[src/rtl/can_mode_pkg.sv]
package can_mode_pkg;

  typedef enum logic [1:0] {
    MODE_SLEEP  = 2'b00,
    MODE_INIT   = 2'b01,
    MODE_NORMAL = 2'b10
  } canMode_e;

  // strobes from control to datapath
  typedef struct packed {
    logic wakeHit;   // auto-wake taken this cycle
    logic cntClr;    // hold idle counter at zero
  } ctrlStrb_t;

endpackage

[src/rtl/can_mode_dp.sv]
module can_mode_dp
  import can_mode_pkg::*;
#(
  parameter int SYNC_STAGES = 2,
  parameter int IDLE_BITS   = 11,
  localparam int CNT_W      = $clog2(IDLE_BITS + 1)
) (
  input  logic      clk,
  input  logic      rstN,
  input  logic      rxIn,
  input  logic      bitTick,
  input  logic      sleepReq,
  input  ctrlStrb_t strb,
  output logic      rxSync,
  output logic      idleDone,
  output logic      effSleep,
  output logic      wakeEvt,
  output logic      sleepReqClr
);

  // receive line synchronizer, reset to recessive
  logic [SYNC_STAGES-1:0] syncChain;

  generate
    for (genvar g = 0; g < SYNC_STAGES; g++) begin : g_sync
      if (g == 0) begin : g_first
        always_ff @(posedge clk or negedge rstN) begin
          if (!rstN) syncChain[0] <= 1'b1;
          else       syncChain[0] <= rxIn;
        end
      end else begin : g_next
        always_ff @(posedge clk or negedge rstN) begin
          if (!rstN) syncChain[g] <= 1'b1;
          else       syncChain[g] <= syncChain[g-1];
        end
      end
    end
  endgenerate

  assign rxSync = syncChain[SYNC_STAGES-1];

  // consecutive recessive bit counter, saturating
  logic [CNT_W-1:0] idleCnt;
  localparam logic [CNT_W-1:0] IDLE_MAX = CNT_W'(IDLE_BITS);

  always_ff @(posedge clk or negedge rstN) begin
    if (!rstN) begin
      idleCnt <= '0;
    end else if (strb.cntClr) begin
      idleCnt <= '0;
    end else if (bitTick) begin
      if (!rxSync)                idleCnt <= '0;
      else if (idleCnt != IDLE_MAX) idleCnt <= idleCnt + 1'b1;
    end
  end

  assign idleDone = (idleCnt == IDLE_MAX);

  // sleep request mask after hardware wake
  logic wakeMask;

  always_ff @(posedge clk or negedge rstN) begin
    if (!rstN) begin
      wakeMask    <= 1'b0;
      wakeEvt     <= 1'b0;
      sleepReqClr <= 1'b0;
    end else begin
      wakeEvt     <= strb.wakeHit;
      sleepReqClr <= strb.wakeHit;
      if (strb.wakeHit)  wakeMask <= 1'b1;
      else if (!sleepReq) wakeMask <= 1'b0;
    end
  end

  assign effSleep = sleepReq && !wakeMask;

endmodule

[src/rtl/can_mode_ctrl.sv]
module can_mode_ctrl
  import can_mode_pkg::*;
(
  input  logic      clk,
  input  logic      rstN,
  input  logic      initReq,
  input  logic      autoWakeEn,
  input  logic      frameBusy,
  input  logic      rxSync,
  input  logic      idleDone,
  input  logic      effSleep,
  output canMode_e  curMode,
  output ctrlStrb_t strb
);

  canMode_e nxtMode;
  logic     wakeHit;
  canMode_e wakeTarget;

  assign wakeTarget = initReq ? MODE_INIT : MODE_NORMAL;

  always_comb begin
    nxtMode = curMode;
    wakeHit = 1'b0;
    unique case (curMode)
      MODE_SLEEP: begin
        if (autoWakeEn && !rxSync) begin
          wakeHit = 1'b1;
          nxtMode = wakeTarget;
        end else if (!effSleep) begin
          nxtMode = wakeTarget;
        end
      end
      MODE_INIT: begin
        if (effSleep)                 nxtMode = MODE_SLEEP;
        else if (!initReq && idleDone) nxtMode = MODE_NORMAL;
      end
      MODE_NORMAL: begin
        if (!frameBusy) begin
          if (initReq)       nxtMode = MODE_INIT;
          else if (effSleep) nxtMode = MODE_SLEEP;
        end
      end
      default: nxtMode = MODE_SLEEP;
    endcase
  end

  always_ff @(posedge clk or negedge rstN) begin
    if (!rstN) curMode <= MODE_SLEEP;
    else       curMode <= nxtMode;
  end

  always_comb begin
    strb.wakeHit = wakeHit;
    strb.cntClr  = (curMode != MODE_INIT);
  end

endmodule

[src/rtl/can_mode_seq.sv]
module can_mode_seq
  import can_mode_pkg::*;
#(
  parameter int SYNC_STAGES = 2,
  parameter int IDLE_BITS   = 11
) (
  input  logic       clk,
  input  logic       rstN,
  input  logic       sleepReq,
  input  logic       initReq,
  input  logic       autoWakeEn,
  input  logic       rxIn,
  input  logic       bitTick,
  input  logic       frameBusy,
  output logic [1:0] mode,
  output logic       sleepStat,
  output logic       initStat,
  output logic       protoClkEn,
  output logic       wakeEvt,
  output logic       sleepReqClr
);

  canMode_e  curMode;
  ctrlStrb_t strb;
  logic      rxSync;
  logic      idleDone;
  logic      effSleep;

  can_mode_ctrl u_ctrl (
    .clk        (clk),
    .rstN       (rstN),
    .initReq    (initReq),
    .autoWakeEn (autoWakeEn),
    .frameBusy  (frameBusy),
    .rxSync     (rxSync),
    .idleDone   (idleDone),
    .effSleep   (effSleep),
    .curMode    (curMode),
    .strb       (strb)
  );

  can_mode_dp #(
    .SYNC_STAGES (SYNC_STAGES),
    .IDLE_BITS   (IDLE_BITS)
  ) u_dp (
    .clk         (clk),
    .rstN        (rstN),
    .rxIn        (rxIn),
    .bitTick     (bitTick),
    .sleepReq    (sleepReq),
    .strb        (strb),
    .rxSync      (rxSync),
    .idleDone    (idleDone),
    .effSleep    (effSleep),
    .wakeEvt     (wakeEvt),
    .sleepReqClr (sleepReqClr)
  );

  assign mode       = curMode;
  assign sleepStat  = (curMode == MODE_SLEEP);
  assign initStat   = (curMode == MODE_INIT);
  assign protoClkEn = (curMode != MODE_SLEEP);

endmodule

[config.mk]
export PLATFORM = sky130hd
export DESIGN_NAME = can_mode_seq
export DESIGN_NICKNAME = d
export VERILOG_FILES = /design/src/rtl/can_mode_pkg.sv /design/src/rtl/can_mode_dp.sv /design/src/rtl/can_mode_ctrl.sv /design/src/rtl/can_mode_seq.sv
export SDC_FILE = /design/constraint.sdc
export NUM_CORES = 1
export LEC_CHECK = 0
export BUFFER_PORTS_ARGS = -buffer_cell sky130_fd_sc_hd__buf_4
export CORE_AREA = 10 10 47 49
export CTS_CLUSTER_DIAMETER = 150
export CTS_CLUSTER_SIZE = 16
export DETAILED_ROUTE_END_ITERATION = 10
export DIE_AREA = 0 0 57 59
export HOLD_SLACK_MARGIN = 0.1
export PLACE_DENSITY = 0.65
export SYNTH_ARGS = -nofsm -noshare
export SYNTH_HDL_FRONTEND = slang
export SYNTH_SLANG_ARGS = --single-unit
[constraint.sdc]
create_clock -name clk -period 1.3 [get_ports clk]
set_input_delay 0.26 -clock clk [delete_from_list [all_inputs] [get_ports clk]]
set_output_delay 0.26 -clock clk [all_outputs]
set_load 0.03 [all_outputs]
==> run metrics <==
commonest non-fill, non-tap cells in the layout 19 x buf_4, 6 x buf_6, 6 x dfrtp_1; clk sink count 10; failing checks setup timing; Cell Rows 14; Slew @ Worst Pin 0.448 ns; CP Class reg -> reg; die footprint 3360 um^2; Relative slew margins 0.701; core area 1400 um^2; vias in the first global route 489; Pwr per Cell Area 1720 nW/um^2; met3 usage 0.0322; TritonCTS clock tree done; worst slack, placed -0.0335 ns; final cycle utilization of the critical path 1.04; Mapped Area 518 um^2; Critical Path End Type register; met1 GRT Util 0.0662; initial antenna violation count 0; Port Buffer Count 14; DRC viols 0; Top Usage Layer GRT met2; routability cong. 0.745; DR iter-0 viols 6; final setup vio count 3; Worst-Skew Late Latency 0.27 ns; Critical Path RT 1.47 ns; Synthesis Warnings 0; fraction of power consumed by sequential logic 0.307; H-tree Lvls 1; Worst Hold Class in -> reg; DR pass1 iterations 4; fin. max-slew vios 0; I/O pin count 15; area grow syn2layout 59.2%; Worst Clk Skew 0.0155 ns; clock root cell clkbuf_4; Die X 57 um; # diodes 0; sw frac 0.397; Finished Core Util 0.588; layout cells sized above 1 0.500; Post-Syn Instances 52; highest clock rate 739 MHz; Final nets 92; routed wire length 1320 um; first-pass GRT wire length 2000 um; Clock Path Buffers 2; Internal 0.852 mW; Combinational Power Share 0.528; starting density of the core 0.370; CP startpoint kind register; count of cell types in the netlist 25; Avg Cell Area, Syn 9.96 um^2; flops & latches, synth 10; Static Leak 0.383 nW; clock power share 0.165; setup TNS -0.0723 ns; Seq/Total Area, Yosys 0.488; grt ovf 0; routed via count 487; DR WL/cell 13.4 um; total power 1.41 mW; endpoints failing hold 0; unrepaired setup endpoints after global routing yes; die height 59 um; arrival time of the worst setup path 1.52 ns; CTS Buf Count 3; Vias/cell 4.97; worst setup margin -0.0533 ns; max cap viols 0; total track usage 0.0764; syn_nets 61; outcome finished with violations; M2 GR Usage 0.141; maximum number of pins on one net before global-route repair 11; Worst VDD drop 1.09 mV; Critical Path Fanout Max 2; P_sw 0.562 mW; Final ANT Viol Nets 0; commonest non-fill, non-tap cell in the layout buf_4; Period minus WS final 1.35 ns; clock slew at reported path FFs 0.08 ns
## cells by family after synthesis
| logic type | synth area share |
|---|---|
| and+or+nand+nor | 0.324 |
| AOI/OAI and AO/OA | 0.135 |
| DFF | 0.488 |
| buffers and inverters | 0.0290 |
| adders and majority gates | 0.0242 |
## final cells by class
type                       count  area, um^2
timing repair buffer          27         230
clock buffer                   4        26.3
inverter                       2        7.51
tap                           16        20.0
multi-input combinational     39         285
sequential                    10         255
fill                         113         577
## metal layers
layer,routed length [um],part of all wire
met3,50,0.038
met5,0,0
met4,8,0.0061
met2,725,0.55
met1,531,0.40
## path summary, 6_finish.rpt
check	start	end	slack [ns]	cells past startpoint
setup / recovery	u_dp.idleCnt[1]	u_dp.idleCnt[0]	-0.05	4
hold / removal	sleepReq	u_dp.wakeMask	0.19	2
setup reg to reg	u_dp.idleCnt[1]	u_dp.idleCnt[0]	-0.05	4
hold reg to reg	u_dp.syncChain[0]	u_dp.rxSync	0.36	0
max in group asynchronous	rstN	u_dp.rxSync	0.71	2
min in group asynchronous	rstN	u_dp.idleCnt[1]	0.35	2
## state kept, by name, indices dropped and copies added, names as in the netlist
signal,flops
u_ctrl.curMode,2
u_dp.idleCnt,4
u_dp.rxSync,1
u_dp.syncChain,1
u_dp.wakeEvt,1
u_dp.wakeMask,1
## per-stage QoR
step	cell area, um^2	hold slack (ns)	std cells
2_1_floorplan	528	-0.0356	52
3_3_place_gp	683	0.0963	86
3_5_place_dp	683	0.0963	86
4_1_cts	795	0.193	97
5_1_grt	825	0.197	98
6_report	825	0.194	98
## cells in the mapped netlist
cell / count / area (um^2)
nand2_1: 1 / 3.75
dfstp_2: 2 / 52.6
nand4_1: 1 / 6.26
and3_1: 1 / 6.26
o211a_1: 1 / 10.0
a31oi_1: 3 / 18.8
o32a_1: 1 / 10.0
o21ai_0: 2 / 10.0
nor2_1: 3 / 11.3
or2b_1: 1 / 7.51
inv_1: 2 / 7.51
o32ai_1: 1 / 8.76
dfrtp_1: 8 / 200
buf_4: 1 / 7.51
and3b_1: 1 / 8.76
or3_1: 2 / 12.5
a21o_1: 1 / 7.51
nand2b_1: 5 / 31.3
a21oi_1: 1 / 5.00
nor3_1: 2 / 10.0
nor2b_1: 4 / 25.0
and4bb_2: 1 / 12.5
ha_1: 1 / 12.5
nand3_1: 5 / 25.0
nand3b_1: 1 / 7.51
## power groups by stage
| stage | clock, mW | sequential [mW] | combinational, mW |
|---|---|---|---|
| floorplan | 0 | 0.498 | 0.273 |
| global placement | 0 | 0.444 | 0.553 |
| finish | 0.233 | 0.434 | 0.747 |
| CTS | 0.237 | 0.431 | 0.700 |
| detailed placement | 0 | 0.443 | 0.557 |
| global route | 0.257 | 0.442 | 0.796 |
## critical path: stages, from the launching register on
cell and delay [ns]:
dfrtp_1 0.40, ha_2 0.18, and3b_2 0.20, or3_1 0.32
a31oi_1 0.16
## timing repair
action / 4_1_cts / 5_1_grt
resized for setup: 10 / 6
endpoints found under the hold margin: 11 / 0
setup buffers: 5 / 1
pin swaps: 4 / 3
hold buffers: 2 / 0
cloned: 0 / 0
endpoints found under the setup margin: 4 / 9
(Power assumes the default switching activity.)
